File: src/rtl/bb_xlate_pkg.sv
package bb_xlate_pkg;

   // Register select codes on the configuration port
   typedef enum logic [1:0] {
      SEL_FETCH_OFS = 2'd0,
      SEL_FETCH_LIM = 2'd1,
      SEL_DATA_OFS  = 2'd2,
      SEL_DATA_LIM  = 2'd3
   } bb_sel_e;

   // Access kind codes on req_kind
   localparam logic KIND_DATA  = 1'b0;
   localparam logic KIND_FETCH = 1'b1;

   localparam int unsigned NUM_REGS = 4;

endpackage

File: src/rtl/bb_priv_gate.sv
module bb_priv_gate (
   input  logic clk,
   input  logic rst_n,
   input  logic cfg_we,
   input  logic sup_mode,
   output logic wr_ok,
   output logic priv_err
);

   logic err_q;

   assign wr_ok = cfg_we & sup_mode;

   always_ff @(posedge clk) begin
      if (!rst_n) begin
         err_q <= 1'b0;
      end else begin
         err_q <= cfg_we & ~sup_mode;
      end
   end

   assign priv_err = err_q;

endmodule

File: src/rtl/bb_seg_regs.sv
module bb_seg_regs
   import bb_xlate_pkg::*;
#(
   parameter int unsigned ADDR_W = 32
) (
   input  logic              clk,
   input  logic              rst_n,
   input  logic              wr_en,
   input  logic [1:0]        wr_sel,
   input  logic [ADDR_W-1:0] wr_data,
   output logic [ADDR_W-1:0] fetch_ofs,
   output logic [ADDR_W-1:0] fetch_lim,
   output logic [ADDR_W-1:0] data_ofs,
   output logic [ADDR_W-1:0] data_lim
);

   logic [ADDR_W-1:0] regs [NUM_REGS];

   for (genvar g = 0; g < NUM_REGS; g++) begin : g_reg
      localparam logic [1:0] MY_SEL = 2'(g);
      always_ff @(posedge clk) begin
         if (!rst_n) begin
            regs[g] <= '0;
         end else if (wr_en && (wr_sel == MY_SEL)) begin
            regs[g] <= wr_data;
         end
      end
   end

   assign fetch_ofs = regs[SEL_FETCH_OFS];
   assign fetch_lim = regs[SEL_FETCH_LIM];
   assign data_ofs  = regs[SEL_DATA_OFS];
   assign data_lim  = regs[SEL_DATA_LIM];

endmodule

File: src/rtl/bb_seg_xlate.sv
module bb_seg_xlate
   import bb_xlate_pkg::*;
#(
   parameter int unsigned ADDR_W       = 32,
   parameter bit          SHARED_ADDER = 1'b1
) (
   input  logic              kind,
   input  logic [ADDR_W-1:0] ea,
   input  logic [ADDR_W-1:0] fetch_ofs,
   input  logic [ADDR_W-1:0] fetch_lim,
   input  logic [ADDR_W-1:0] data_ofs,
   input  logic [ADDR_W-1:0] data_lim,
   output logic [ADDR_W-1:0] pa,
   output logic              in_range
);

   if (SHARED_ADDER) begin : g_shared
      // Select the pair first, then one adder and one comparator
      logic [ADDR_W-1:0] ofs_sel;
      logic [ADDR_W-1:0] lim_sel;
      always_comb begin
         ofs_sel = (kind == KIND_FETCH) ? fetch_ofs : data_ofs;
         lim_sel = (kind == KIND_FETCH) ? fetch_lim : data_lim;
      end
      assign pa       = ea + ofs_sel;
      assign in_range = (ea <= lim_sel);
   end else begin : g_split
      // Both pairs evaluated in parallel, kind selects late
      logic [ADDR_W-1:0] pa_f;
      logic [ADDR_W-1:0] pa_d;
      logic              ok_f;
      logic              ok_d;
      always_comb begin
         pa_f = ea + fetch_ofs;
         pa_d = ea + data_ofs;
         ok_f = (ea <= fetch_lim);
         ok_d = (ea <= data_lim);
      end
      assign pa       = (kind == KIND_FETCH) ? pa_f : pa_d;
      assign in_range = (kind == KIND_FETCH) ? ok_f : ok_d;
   end

endmodule

File: src/rtl/bb_rsp_stage.sv
module bb_rsp_stage #(
   parameter int unsigned ADDR_W = 32
) (
   input  logic              clk,
   input  logic              rst_n,
   input  logic              req_valid,
   input  logic              in_range,
   input  logic [ADDR_W-1:0] pa,
   output logic              rsp_valid,
   output logic              rsp_pa_valid,
   output logic [ADDR_W-1:0] rsp_pa,
   output logic              rsp_fault
);

   logic              v_q;
   logic              ok_q;
   logic              flt_q;
   logic [ADDR_W-1:0] pa_q;
   logic              grant;

   assign grant = req_valid & in_range;

   always_ff @(posedge clk) begin
      if (!rst_n) begin
         v_q   <= 1'b0;
         ok_q  <= 1'b0;
         flt_q <= 1'b0;
         pa_q  <= '0;
      end else begin
         v_q   <= req_valid;
         ok_q  <= grant;
         flt_q <= req_valid & ~in_range;
         pa_q  <= grant ? pa : '0;
      end
   end

   assign rsp_valid    = v_q;
   assign rsp_pa_valid = ok_q;
   assign rsp_fault    = flt_q;
   assign rsp_pa       = pa_q;

endmodule

File: src/rtl/bb_xlate.sv
module bb_xlate
   import bb_xlate_pkg::*;
#(
   parameter int unsigned ADDR_W       = 32,
   parameter bit          SHARED_ADDER = 1'b1
) (
   input  logic              clk,
   input  logic              rst_n,
   input  logic              req_valid,
   input  logic              req_kind,
   input  logic [ADDR_W-1:0] req_ea,
   input  logic              sup_mode,
   input  logic              cfg_we,
   input  logic [1:0]        cfg_sel,
   input  logic [ADDR_W-1:0] cfg_wdata,
   output logic              rsp_valid,
   output logic              rsp_pa_valid,
   output logic [ADDR_W-1:0] rsp_pa,
   output logic              rsp_fault,
   output logic              priv_err
);

   if (ADDR_W < 2 || ADDR_W > 64) begin : g_bad_width
      $error("bb_xlate: ADDR_W must lie in 2..64");
   end

   logic              wr_ok;
   logic [ADDR_W-1:0] fetch_ofs;
   logic [ADDR_W-1:0] fetch_lim;
   logic [ADDR_W-1:0] data_ofs;
   logic [ADDR_W-1:0] data_lim;
   logic [ADDR_W-1:0] pa_c;
   logic              in_range_c;

   bb_priv_gate u_priv (
      .clk      (clk),
      .rst_n    (rst_n),
      .cfg_we   (cfg_we),
      .sup_mode (sup_mode),
      .wr_ok    (wr_ok),
      .priv_err (priv_err)
   );

   bb_seg_regs #(.ADDR_W(ADDR_W)) u_regs (
      .clk       (clk),
      .rst_n     (rst_n),
      .wr_en     (wr_ok),
      .wr_sel    (cfg_sel),
      .wr_data   (cfg_wdata),
      .fetch_ofs (fetch_ofs),
      .fetch_lim (fetch_lim),
      .data_ofs  (data_ofs),
      .data_lim  (data_lim)
   );

   bb_seg_xlate #(.ADDR_W(ADDR_W), .SHARED_ADDER(SHARED_ADDER)) u_xlate (
      .kind      (req_kind),
      .ea        (req_ea),
      .fetch_ofs (fetch_ofs),
      .fetch_lim (fetch_lim),
      .data_ofs  (data_ofs),
      .data_lim  (data_lim),
      .pa        (pa_c),
      .in_range  (in_range_c)
   );

   bb_rsp_stage #(.ADDR_W(ADDR_W)) u_rsp (
      .clk          (clk),
      .rst_n        (rst_n),
      .req_valid    (req_valid),
      .in_range     (in_range_c),
      .pa           (pa_c),
      .rsp_valid    (rsp_valid),
      .rsp_pa_valid (rsp_pa_valid),
      .rsp_pa       (rsp_pa),
      .rsp_fault    (rsp_fault)
   );

endmodule

File: config.mk
export PLATFORM = sky130hd
export DESIGN_NAME = bb_xlate
export DESIGN_NICKNAME = d
export VERILOG_FILES = /design/src/rtl/bb_xlate_pkg.sv /design/src/rtl/bb_priv_gate.sv /design/src/rtl/bb_seg_regs.sv /design/src/rtl/bb_seg_xlate.sv /design/src/rtl/bb_rsp_stage.sv /design/src/rtl/bb_xlate.sv
export SDC_FILE = /design/constraint.sdc
export NUM_CORES = 1
export LEC_CHECK = 0
export ABC_AREA = 1
export BUFFER_PORTS_ARGS = -buffer_cell sky130_fd_sc_hd__buf_2
export CAP_MARGIN = 20
export CORE_MARGIN = 8
export CORE_UTILIZATION = 57
export DETAILED_ROUTE_END_ITERATION = 10
export PLACE_DENSITY = 0.84
export SYNTH_ARGS = -nofsm -noshare
export SYNTH_HDL_FRONTEND = slang
export SYNTH_SLANG_ARGS = --single-unit
File: constraint.sdc
create_clock -name clk -period 4.64 [get_ports clk]
set_clock_uncertainty 0.2 [all_clocks]
set_input_delay 1.16 -clock clk [delete_from_list [all_inputs] [get_ports clk]]
set_output_delay 1.16 -clock clk [all_outputs]
set_load 0.1 [all_outputs]
## Yosys cells after proc, flatten, opt, wreduce, memory -nomap -nowiden

Memories as Yosys holds them, arrays and structs flattened.
Cells that the tools add are included.

- $add $sub $neg: 1
- Order comparisons: 1
- Equal/unequal tests: 3
- Muxes and demuxes: 19
- Bitwise logic cells: 10
- Reduce and logical (&&, ||, !) cells: 6

Operators by type and width:

| cell | count |
|---|---|
| $mux 32 | 6 |
| $add 32x32->32 | 1 |
| $le 32x32->1 | 1 |
| $mux 1 | 13 |
| $and 1x1->1 | 4 |
| $eq 2x2->1 const B | 2 |
| $logic_and 1x1->1 | 4 |
| $or 1x1->1 | 4 |
| $eq 2x1->1 const B | 1 |
| $logic_not 2->1 | 1 |
| $not 1->1 | 2 |
| $reduce_and 2->1 | 1 |

- Register bits after elaboration: 36
- Memory bits (writable): 128
- Input port bits: 72
- Output and inout bits: 36
- Word-level logic and storage cells: 46
- Memories kept: 1

Memories:

| memory | depth | bits a word | read ports | clocked after memory_dff | wr ports | RTL line | RTL |
|---|---|---|---|---|---|---|---|
| u_regs.regs | 4 | 32 | 4 | 0 | 4 | bb_seg_regs.sv:17 | `logic [ADDR_W-1:0] regs [NUM_REGS];` |

## Depth between registers and ports, before layout

Gate-level depths: netlist of run 1.

- Depth in word-level cells: 6
- Mapped depth: 18
- Gate-level depth less buffers: 16

## By module

From an unflattened synthesis of run 1, not the netlist that was laid out.

- Cell total of the unflattened synthesis: 1096
- Area total of the unflattened synthesis: 9655.5 um^2

Modules (own cells, without submodules):

| module | times used | cells each | area an instance (um^2) | sequential area each (um^2) |
|---|---|---|---|---|
| bb_seg_regs | 1 | 317 | 4720.8 | 3843.7 |
| bb_seg_xlate | 1 | 667 | 3885.0 | 0.0 |
| bb_rsp_stage | 1 | 107 | 1012.2 | 700.7 |
| bb_priv_gate | 1 | 5 | 37.5 | 20.0 |

## Worst setup path before layout of run 1

No wires, ideal clock.

- Path type: input to register
- From: input cfg_we
- To: memory u_regs.regs[0][0] (enable)
- Library setup time: 0.470 ns
- Arrival time: 3.697 ns
- Required time: 3.970 ns
- Path slack: 0.273 ns
- Cell stages on the path: 2
- Path buffers: 0
- Cell sequence: nand2_1 > o31ai_1

RTL lines:

| what | RTL line | RTL |
|---|---|---|
| start: declaration | bb_xlate.sv:13 | `input logic cfg_we,` |
| end: declaration | bb_seg_regs.sv:17 |  |

## Worst setup path after layout of run 1

- From: input req_kind
- To: register u_rsp.pa_q[8] (netlist: u_rsp.rsp_pa[8])

- Word-level cells in the longest chain between the ends: 4
- Elaborated cells on any way between the ends: 6
- Those cells by class: add/sub (1); order compare (1); mux (2); bitwise (1); reduce/logical (1)

RTL lines:

| what | RTL line | RTL |
|---|---|---|
| start: declaration | bb_xlate.sv:10 | `input logic req_kind,` |
| $mux 32 | bb_seg_xlate.sv:23 | `lim_sel = (kind == KIND_FETCH) ? fetch_lim : data_lim;` |
| $le 32x32->1 | bb_seg_xlate.sv:26 | `assign in_range = (ea <= lim_sel);` |
| $and 1x1->1 | bb_rsp_stage.sv:21 | `assign grant = req_valid & in_range;` |
| $reduce_and 2->1 (no line) | - |  |
| end signal: assignment | bb_rsp_stage.sv:33 | `pa_q <= grant ? pa : '0;` |
| end: declaration | bb_rsp_stage.sv:18 | `logic [ADDR_W-1:0] pa_q;` |

Parallel ways exist; a longest one is shown, timed or not.
A chain may end at the register's enable or synchronous reset.

==> results.yml, run 1 <==
critical_path:
  cp.arrival_ns: 3.65
  worstSetupEndpointType: "flop"
  rrSetupSlack_ns: 2.03
  regToRegEndpoint: "u_rsp.rsp_pa[8]"
  start_kind: "primary input"
  slowest_stage: "nand2_2"
  critPathRequiredTime_ns: 4.80
  regToRegStartpoint: "u_regs.regs[3][29]"
  path_max_fanout: 33
  crit_buf_inv: 2
  slowest_delay_ns: 0.37
  crit_top_cell: "nand2_1"
  crit_chain: "buf_2 -> buf_4 -> mux2i_1 -> ha_1 -> a21oi_1 -> o21a_1 -> nand2_1 -> a21oi_1 -> nand2_1 -> nand2_1 -> nand2_2 -> nor2_1"
  r2r_cells: 10
  worstSetupPathType: "in2reg"
  crit_family: "simple AND/OR/NAND/NOR gates"
final_layout:
  final_nets: 1347
  final_common_cell: "nand2_1"
  multi_input_area_mm2: 0.004098
  antennaDiodeCount: 0
  drive_above_1_share_pct: 17.58
  syn_to_final_growth_pct: 15.20
  fillers: 1318
  layout_common_cells: "nand2_1 (260), nor2_1 (206), inv_1 (184), edfxtp_1 (128), buf_2 (107)"
  final_cell_area_mm2: 0.01086
  seq_area_mm2: 0.004564
synth:
  synth_nets: 1233
  ys_seq_elements: 164
  yosys.area.top_type: "edfxtp_1"
  yosysUniqueCellTypes: 33
  avgSynthCellArea_um2: 8.593
  seq_area_frac_synth_pct: 48.42
  netlist_area_mm2: 0.009427
  ys_warn_count: 0
  synth.area.top_cells: "edfxtp_1 (41%), nand2_1 (10%), ha_1 (8.4%)"
  synthCells: 1097
  synth_top_area_share_pct: 40.78
run:
  cap_violations: 0
placement:
  place_congestion: 0.9318
  dp_slack_ns: 0.7259
  port_buffers: 107
  dpl.hpwl_mm: 17.07
  dpl_cell_area_mm2: 0.01027
power:
  power_frac_clock_pct: 35.1
  internal_power_uw: 2775
  power_leakage_uw: 0.005502
  switchingPower_uw: 1320
  swShare_pct: 32.23
  ir_drop_uv: 306.5
  fin_total_pwr_uw: 4094
  power_density_mw_per_mm2: 377.0
  combPwrFrac_pct: 23.2
  share_seq_of_total_power_pct: 41.7
clocking:
  cts_tree: "yes"
  ctsRootBufferMaster: "clkbuf_16"
  clock_latency_ns: 0.44
  ctsResizeCount: 0
  clk_pin_slew_ns: 0.07
  cts_buffer_depth: 2
  cts.sinks: 164
  ctsHoldBuffers: 0
  cts_buffers: 17
  htreeDepth: 4
  cts_setup_buffers: 0
drt:
  num_vias: 7438
  drt_wl_total_mm: 23.14
  via_per_inst: 5.155
  ant_nets: 0
  drc_errors: 0
  first_pass_iters: 5
  wire_per_inst_um: 16.04
  drtIter0Drc: 707
timing:
  fin_crit_sh_pct: 75.39
  fmax_mhz: 285.9
  fin_crit_ns: 3.498
  setup_ws_ns: 1.142
  setup_viol: 0
  drv_slew: 0
  tightest_slew_ns: 0.6664
  maxSlewHeadroom_pct: 55.41
  rsz0062_at_grt: "no"
  tns_ns: 0
  finalHoldViolCount: 0
  timing.hold.ws_ns: 0.5374
global_routing:
  antenna_found_initial: 0
  grt_pass1_vias: 7363
  overflow: 0
  grt_max_degree: 47
  grt_pass1_wl_mm: 36.46
  grt.total_usage_pct: 23.10
worst_hold_path:
  min_path_type: "reg2reg"
  worstHoldStart: "u_regs.regs[2][0]"
  whs_endpoint: "u_rsp.rsp_pa[0]"
  min_path_cells: 4
floorplan:
  row_count: 47
  initial_utilization_pct: 57.66
  dieWidth_um: 144.6
  fp.dieH_um: 144.6
  die_area_mm2: 0.02091
  core-area_mm2: 0.01635
  ioPinCount: 108
run_status:
  status: "complete, no violations"
-- power by group through the flow --
stage	logic (uW)	clock network, uW	registers [uW]
finish	951	1440	1710
global placement	923	0	1730
CTS	947	1430	1710
global route	1050	1500	1720
detailed placement	938	0	1740
floorplan	537	0	1900
-- worst reg2reg max path: cells and delay by family (launching register included) --
| kind | cells | cell delay, ns |
|---|---|---|
| AOI/OAI and AO/OA | 3 | 0.57 |
| adders and majority gates | 1 | 0.31 |
| DFF | 1 | 0.37 |
| muxes | 1 | 0.25 |
| and+or+nand+nor | 5 | 0.83 |
-- registers in the layout, indices dropped and copies added, names as in the netlist --
| name | cells |
|---|---|
| u_rsp.rsp_pa | 32 |
| u_rsp.rsp_valid | 1 |
| u_rsp.rsp_fault | 1 |
| u_rsp.rsp_pa_valid | 1 |
| u_priv.priv_err | 1 |
| u_regs.regs | 128 |
-- area by class of cell --
class | instances | share of cell area (%)
inverters | 187 | 6.464
clock inverters | 14 | 1.509
flip-flops and latches | 164 | 42.03
multi-input cells | 723 | 37.73
clock buffers | 17 | 3.917
repair buffers | 118 | 5.807
well taps | 220 | 2.535
-- routing by layer --
layer	GRT usage, %	share of wire (%)	vias to the layer above
met5	0	0	-
met4	8.762	2.5	0
met3	4.655	7.4	45
met2	38.26	48	299
met1	29.27	42	3396
li1	-	-	3698
-- worst max path at each step --
| stage | cells past startpoint | to | start |
|---|---|---|---|
| 6_report | 12 | u_rsp.rsp_pa[8] | req_kind |
| 5_1_grt | 12 | u_rsp.rsp_pa[9] | req_kind |
| 4_1_cts | 12 | u_rsp.rsp_pa[8] | req_kind |
| 3_5_place_dp | 12 | u_rsp.rsp_pa[8] | req_kind |
| 3_3_place_gp | 17 | u_rsp.rsp_pa[26] | req_kind |
| 2_1_floorplan | 2 | u_regs.regs[0][0] | cfg_we |
-- cell families (layout without fill, tap and decap cells) --
group,Yosys count,after routing,synth area share [%]
and+or+nand+nor,532,532,22.88
buffers and inverters,210,336,8.694
DFF,164,164,48.42
adders and majority gates,64,64,8.575
muxes,63,63,7.114
AOI/OAI and AO/OA,48,48,2.827
xor gates and xnor gates,16,16,1.487
-- synthesized netlist by cell type --
master    number
nand2_1      260
nor2_1       206
inv_1        184
edfxtp_1     128
ha_1          63
dfxtp_1       36
a21oi_1       32
mux2_2        32
mux2i_1       31
nand3_1       23
clkbuf_1      13
nand2_2       13
xor2_1        13
nand4_1       10
nor2_2         9
buf_2          7
o21ai_0        5
o31ai_1        4
buf_6          3
inv_2          3
nand3b_1       3
xnor2_1        3
a21o_1         2
and2_1         2
nand3_2        2
nor2_4         2
o21bai_1       2
a21oi_2        1
fa_1           1
nor3_1         1
nor3_2         1
o21a_1         1
o21ai_1        1
-- through the flow --
stage          cells  util (%)
6_report        1443     66.42
3_5_place_dp    1412     62.82
3_3_place_gp    1412     62.82
4_1_cts         1443     66.42
2_1_floorplan   1097         -
5_1_grt         1443     66.42
(Power assumes the default switching activity.)
==> run 2, diff against run 1 <==
--- a/config.mk
+++ b/config.mk
@@ -9,7 +9,7 @@
 export BUFFER_PORTS_ARGS = -buffer_cell sky130_fd_sc_hd__buf_2
 export CAP_MARGIN = 20
 export CORE_MARGIN = 8
-export CORE_UTILIZATION = 57
+export CORE_UTILIZATION = 54
 export DETAILED_ROUTE_END_ITERATION = 10
 export PLACE_DENSITY = 0.84
 export SYNTH_ARGS = -nofsm -noshare
==> constraint.sdc (replaced) <==
create_clock -name clk -period 3.1 [get_ports clk]
set_clock_uncertainty 0.2 [all_clocks]
set_input_delay 0.775 -clock clk [delete_from_list [all_inputs] [get_ports clk]]
set_output_delay 0.775 -clock clk [all_outputs]
set_load 0.1 [all_outputs]
==> results.yml, run 2 (synthesis gave the netlist of run 1 again) <==
final_layout:
  fin_util_pct: 65.38
  final_common_cell: "nand2_1"
  syn_to_final_growth_pct: 19.14
  largest_reg_flops: 128
  layout_common_cells: "nand2_1 (260), nor2_1 (206), inv_1 (184), edfxtp_1 (128), buf_2 (107)"
  multi_input_area_mm2: 0.004098
  antennaDiodeCount: 0
  final_cell_area_mm2: 0.01123
  drive_above_1_share_pct: 20.84
  fillers: 1366
  largest_register: "u_regs.regs"
  final_nets: 1404
  seq_area_mm2: 0.004564
drt:
  drtIter0Drc: 696
  ant_nets: 0
  wire_per_inst_um: 16.02
  drc_errors: 0
  dr_wl_met2_mm: 11.78
  num_vias: 7790
  wl_met1_mm: 9.771
  top_layer_used: "met4"
  routed-wl-met3_mm: 1.785
  via_per_inst: 5.173
  first_pass_iters: 6
  drt_wl_total_mm: 24.13
critical_path:
  worstSetupEndpointType: "flop"
  critPathRequiredTime_ns: 3.23
  slowest_stage: "buf_4"
  crit_family: "simple AND/OR/NAND/NOR gates"
  start_kind: "primary input"
  slowest_delay_ns: 0.29
  r2r_cells: 15
  regToRegStartpoint: "u_regs.regs[0][0]"
  regToRegEndpoint: "u_rsp.rsp_pa[26]"
  crit_chain: "buf_2 -> buf_4 -> mux2i_1 -> ha_1 -> nand2_1 -> nor2_1 -> nand2_1 -> nor2_1 -> nand2_1 -> nand2_1 -> nand2_1 -> nand2_2 -> buf_12 -> nor2_1"
  cp.arrival_ns: 3.05
  rrSetupSlack_ns: 0.60
  worstSetupPathType: "in2reg"
  path_max_fanout: 33
  crit_top_cell: "nand2_1"
  crit_buf_inv: 3
global_routing:
  antenna_found_initial: 0
  grt_pass1_wl_mm: 38.08
  overflow: 0
  grt_max_degree: 34
  grt.total_usage_pct: 22.22
  grt_pass1_vias: 7671
timing:
  setup_viol: 0
  finalHoldViolCount: 0
  tightest_slew_ns: 0.4937
  fin_crit_sh_pct: 94.32
  fin_crit_ns: 2.924
  maxSlewHeadroom_pct: 67.08
  rsz0062_at_grt: "no"
  fmax_mhz: 342.0
  drv_slew: 0
power:
  power_leakage_uw: 0.005746
  power_density_mw_per_mm2: 536.1
  ir_drop_uv: 403.0
clocking:
  ctsHoldBuffers: 0
  clk_pin_slew_ns: 0.06
  cts_buffers: 17
  cts_setup_buffers: 0
  cts_buffer_depth: 2
  cts_tree: "yes"
  ctsRootBufferMaster: "clkbuf_16"
  htreeDepth: 4
  clock_latency_ns: 0.44
  ctsResizeCount: 0
  cts.sinks: 164
run_status:
  status: "complete, no violations"
floorplan:
  fp.dieH_um: 148.1
  ioPinCount: 108
  row_count: 48
  initial_utilization_pct: 54.88
  dieWidth_um: 148.1
  die_area_mm2: 0.02194
  core-area_mm2: 0.01718
run:
  cap_violations: 0
worst_hold_path:
  worstHoldStart: "sup_mode"
  whs_endpoint: "u_priv.priv_err"
  min_path_type: "in2reg"
  min_path_cells: 2
placement:
  place_congestion: 0.9175
  port_buffers: 107
  dpl.hpwl_mm: 17.51
  dpl_cell_area_mm2: 0.01072
run 2: per-layer routing:
metal  up-vias  track usage, %
met1      3599           26.55
li1       3818               -
met2       326           38.20
met4         0           10.81
met5         -               0
met3        47           3.768
run 2: how the worst max path moves through the flow:
stage          startpoint           endpoint  slack, ns  cells past startpoint
2_1_floorplan      cfg_we  u_regs.regs[0][0]      -0.88                      2
3_3_place_gp     req_kind   u_rsp.rsp_pa[27]      -0.15                     13
3_5_place_dp     req_kind    u_rsp.rsp_pa[0]      -0.17                     13
4_1_cts          req_kind   u_rsp.rsp_pa[29]       0.22                     14
5_1_grt          req_kind   u_rsp.rsp_pa[31]       0.07                     14
6_report         req_kind    u_rsp.rsp_pa[2]       0.18                     14
run 2: final cells by class:
cell class	count	share of cell area, %
Clock buffer	19	3.855
Clock inverter	13	0.7242
Inverter	187	6.250
Multi-Input combinational cell	723	36.49
Sequential cell	164	40.64
Tap cell	225	2.507
Timing Repair Buffer	175	9.537
run 2: worst reg2reg max path, stage by stage (launching register included):
cell	delay (ns)
edfxtp_1	0.37
mux2_2	0.31
ha_1	0.22
fa_1	0.40
nand3_1	0.11
nand3_2	0.12
nand2_1	0.10
nand2_2	0.06
nand2_1	0.06
nand2_1	0.11
nand2_1	0.10
nand2_1	0.05
nand2_1	0.05
nand2_1	0.04
inv_1	0.04
nor2_1	0.04
run 2: report_power, final:
| part | total, uW | switching (uW) | internal, uW | leakage (uW) |
|---|---|---|---|---|
| registers | 2560 | 41.1 | 2520 | 0.00153 |
| logic | 1560 | 1030 | 530 | 0.00396 |
| clock network | 1900 | 886 | 1020 | 0.000254 |
| total | 6020 | 1960 | 4060 | 0.00575 |
run 2: metrics by stage:
stage / std cells / worst slack, ns / TNS, ns / total power [uW] / hold WS [ns]
2_1_floorplan: 1097 / -0.8819 / -112.87 / 3653 / 0.4681
3_3_place_gp: 1474 / -0.1533 / -2.661 / 4087 / 0.5578
3_5_place_dp: 1474 / -0.1702 / -5.214 / 4131 / 0.5817
4_1_cts: 1506 / 0.2234 / 0 / 6015 / 0.2920
5_1_grt: 1506 / 0.06567 / 0 / 6261 / 0.3018
6_report: 1506 / 0.1760 / 0 / 6021 / 0.3004
==> run 3, diff against run 2 <==
--- a/config.mk
+++ b/config.mk
@@ -11,7 +11,8 @@
 export CORE_MARGIN = 8
 export CORE_UTILIZATION = 54
 export DETAILED_ROUTE_END_ITERATION = 10
-export PLACE_DENSITY = 0.84
+export PLACE_DENSITY = 0.83
 export SYNTH_ARGS = -nofsm -noshare
 export SYNTH_HDL_FRONTEND = slang
+export SYNTH_HIERARCHICAL = 1
 export SYNTH_SLANG_ARGS = --single-unit
==> results.yml, run 3 <==
run_status:
  status: "complete, no violations"
placement:
  place_congestion: 0.9486
  dpl_cell_area_mm2: 0.01078
  dpl.hpwl_mm: 17.30
  port_buffers: 107
timing:
  maxSlewHeadroom_pct: 58.82
  rsz0062_at_grt: "no"
  tns_ns: 0
  drv_slew: 0
  tightest_slew_ns: 0.6165
  finalHoldViolCount: 0
  fin_crit_ns: 2.885
  setup_viol: 0
  fin_crit_sh_pct: 93.07
  fmax_mhz: 346.6
floorplan:
  initial_utilization_pct: 54.31
  ioPinCount: 108
  fp.dieH_um: 149.7
  dieWidth_um: 149.7
  core-area_mm2: 0.01778
  die_area_mm2: 0.02242
  row_count: 49
synth:
  synth_top_area_share_pct: 39.81
  yosysUniqueCellTypes: 30
  yosys.area.top_type: "edfxtp_1"
  yosys_most_used_dff: "edfxtp_1"
  synth-edff-count: 128
  ys_warn_count: 6
  synth.area.top_cells: "edfxtp_1 (40%), nand2_1 (9.7%), ha_1 (8.2%)"
  yosysMostFrequentCell: "nand2_1"
  netlist_area_mm2: 0.009656
  synthCells: 1096
  avgSynthCellArea_um2: 8.810
  synth_top_cells_by_count: "nand2_1 (249), nor2_1 (201), inv_1 (180)"
  synth_nets: 1232
  seq_area_frac_synth_pct: 47.27
  synth-async-reset-ratio_pct: 0
  ys_seq_elements: 164
power:
  power_leakage_uw: 0.005846
  swShare_pct: 32.65
  combPwrFrac_pct: 25.3
  power_density_mw_per_mm2: 548.4
  internal_power_uw: 4199
  fin_total_pwr_uw: 6234
  switchingPower_uw: 2036
  power_frac_clock_pct: 33.8
  share_seq_of_total_power_pct: 40.9
  ir_drop_uv: 404.8
clocking:
  cts_buffer_depth: 2
  cts_tree: "yes"
  cts_buffers: 17
  clk_pin_slew_ns: 0.07
  cts_setup_buffers: 0
  ctsResizeCount: 0
  ctsHoldBuffers: 0
  htreeDepth: 4
  ctsRootBufferMaster: "clkbuf_16"
  cts.sinks: 164
  clock_latency_ns: 0.44
critical_path:
  start_kind: "primary input"
  slowest_delay_ns: 0.32
  path_max_fanout: 34
  crit_top_cell: "nand2_1"
  crit_family: "simple AND/OR/NAND/NOR gates"
  crit_chain: "buf_2 -> buf_12 -> mux2i_1 -> ha_1 -> nand2_1 -> nor2_1 -> nand2_1 -> nor4_1 -> buf_4 -> nand4_1 -> nand2_1 -> nand3_4 -> buf_12 -> nor2_1"
  cp.arrival_ns: 3.05
  slowest_stage: "ha_1"
  critPathRequiredTime_ns: 3.26
  worstSetupPathType: "in2reg"
  worstSetupEndpointType: "flop"
  crit_buf_inv: 4
final_layout:
  largest_reg_flops: 128
  largest_register: "u_regs/regs"
  fin_util_pct: 63.93
  drive_above_1_share_pct: 23.28
  final_common_cell: "nand2_1"
  layout_common_cells: "nand2_1 (249), nor2_1 (201), inv_1 (180), edfxtp_1 (128), buf_2 (107)"
  final_cell_area_mm2: 0.01137
  final_nets: 1399
  syn_to_final_growth_pct: 17.73
  antennaDiodeCount: 0
global_routing:
  overflow: 0
  use_met1_pct: 26.16
  grt_pass1_vias: 7632
  grt_use_met2_pct: 36.15
  antenna_found_initial: 1
  grt_pass1_wl_mm: 37.43
  grt_max_degree: 35
  met3_usage_pct: 3.961
  grt.total_usage_pct: 21.49
  busiest_layer: "met2"
drt:
  ant_nets: 0
  num_vias: 7640
  first_pass_iters: 5
  drt_wl_total_mm: 23.68
  drtIter0Drc: 607
  drc_errors: 0
  wire_per_inst_um: 15.73
  via_per_inst: 5.076
run:
  cap_violations: 0
worst_hold_path:
  min_path_type: "in2reg"
==> run 3: cell count changes after synthesis, sizes merged, moves of 2 or more <==
cell	before	now
and2	2	0
buf	10	24
clkbuf	13	0
nand3	25	32
nand3b	3	0
nor2	217	211
nor3	2	5
o21ai	6	3
o31ai	4	0
xnor2	3	0
xor2	13	16
==> run 3: cell families after synthesis <==
kind of cell / count (synthesis) / share of synthesized area, %
DFF: 164 / 47.27
AOI/OAI and AO/OA: 44 / 2.617
and+or+nand+nor: 532 / 23.65
adders and majority gates: 64 / 8.371
xor gates and xnor gates: 16 / 1.451
muxes: 64 / 7.062
buffers and inverters: 212 / 9.576
==> run 3: worst paths after layout <==
check / slack, ns / end / startpoint / cells past startpoint
setup / recovery: 0.21 / u_rsp/rsp_pa[15] / req_kind / 14
hold / removal: 0.31 / u_priv/priv_err / sup_mode / 2
setup reg to reg: 0.65 / u_rsp/rsp_pa[15] / u_regs/regs[1][29] / 12
hold reg to reg: 0.64 / u_rsp/rsp_pa[0] / u_regs/regs[0][0] / 4
==> run 3: through the flow <==
stage	std cells	hold WS (ns)	setup slack [ns]
finish	1505	0.3099	0.2148
global route	1505	0.3048	0.09751
CTS	1505	0.3005	0.2466
detailed placement	1473	0.6090	-0.1705
global placement	1473	0.5944	-0.06885
floorplan	1096	0.4681	0.01066
==> run 3: power groups by stage <==
| stage | logic, uW | registers, uW | clock network [uW] |
|---|---|---|---|
| floorplan | 835 | 2840 | 0 |
| global placement | 1520 | 2590 | 0 |
| detailed placement | 1550 | 2600 | 0 |
| CTS | 1570 | 2550 | 2120 |
| global route | 1730 | 2560 | 2220 |
| finish | 1580 | 2550 | 2110 |
==> run 3: layer usage <==
layer,wire (um),share of wire [%],vias to the layer above
met3,1650,7.0,58
li1,-,-,3804
met2,11400,48,292
met4,786,3.3,2
met5,12,0.051,-
met1,9825,41,3484
==> run 3: area by class of cell <==
type	instances	area [um2]
Tap cell	229	286.5
Clock buffer	17	425.4
Inverter	188	705.7
Multi-Input combinational cell	720	4167
Clock inverter	15	157.7
Fill cell	1457	6412
Sequential cell	164	4564
Timing Repair Buffer	172	1061
==> run 3: worst reg2reg max path, stage by stage, from the launching register on <==
cell	delay [ns]
edfxtp_1	0.34
mux2i_1	0.08
ha_1	0.32
nand2_1	0.08
nor2_1	0.19
nand2_1	0.13
nor4_1	0.20
buf_4	0.17
nand4_1	0.11
nand2_1	0.16
nand3_4	0.09
buf_12	0.18
nor2_1	0.11
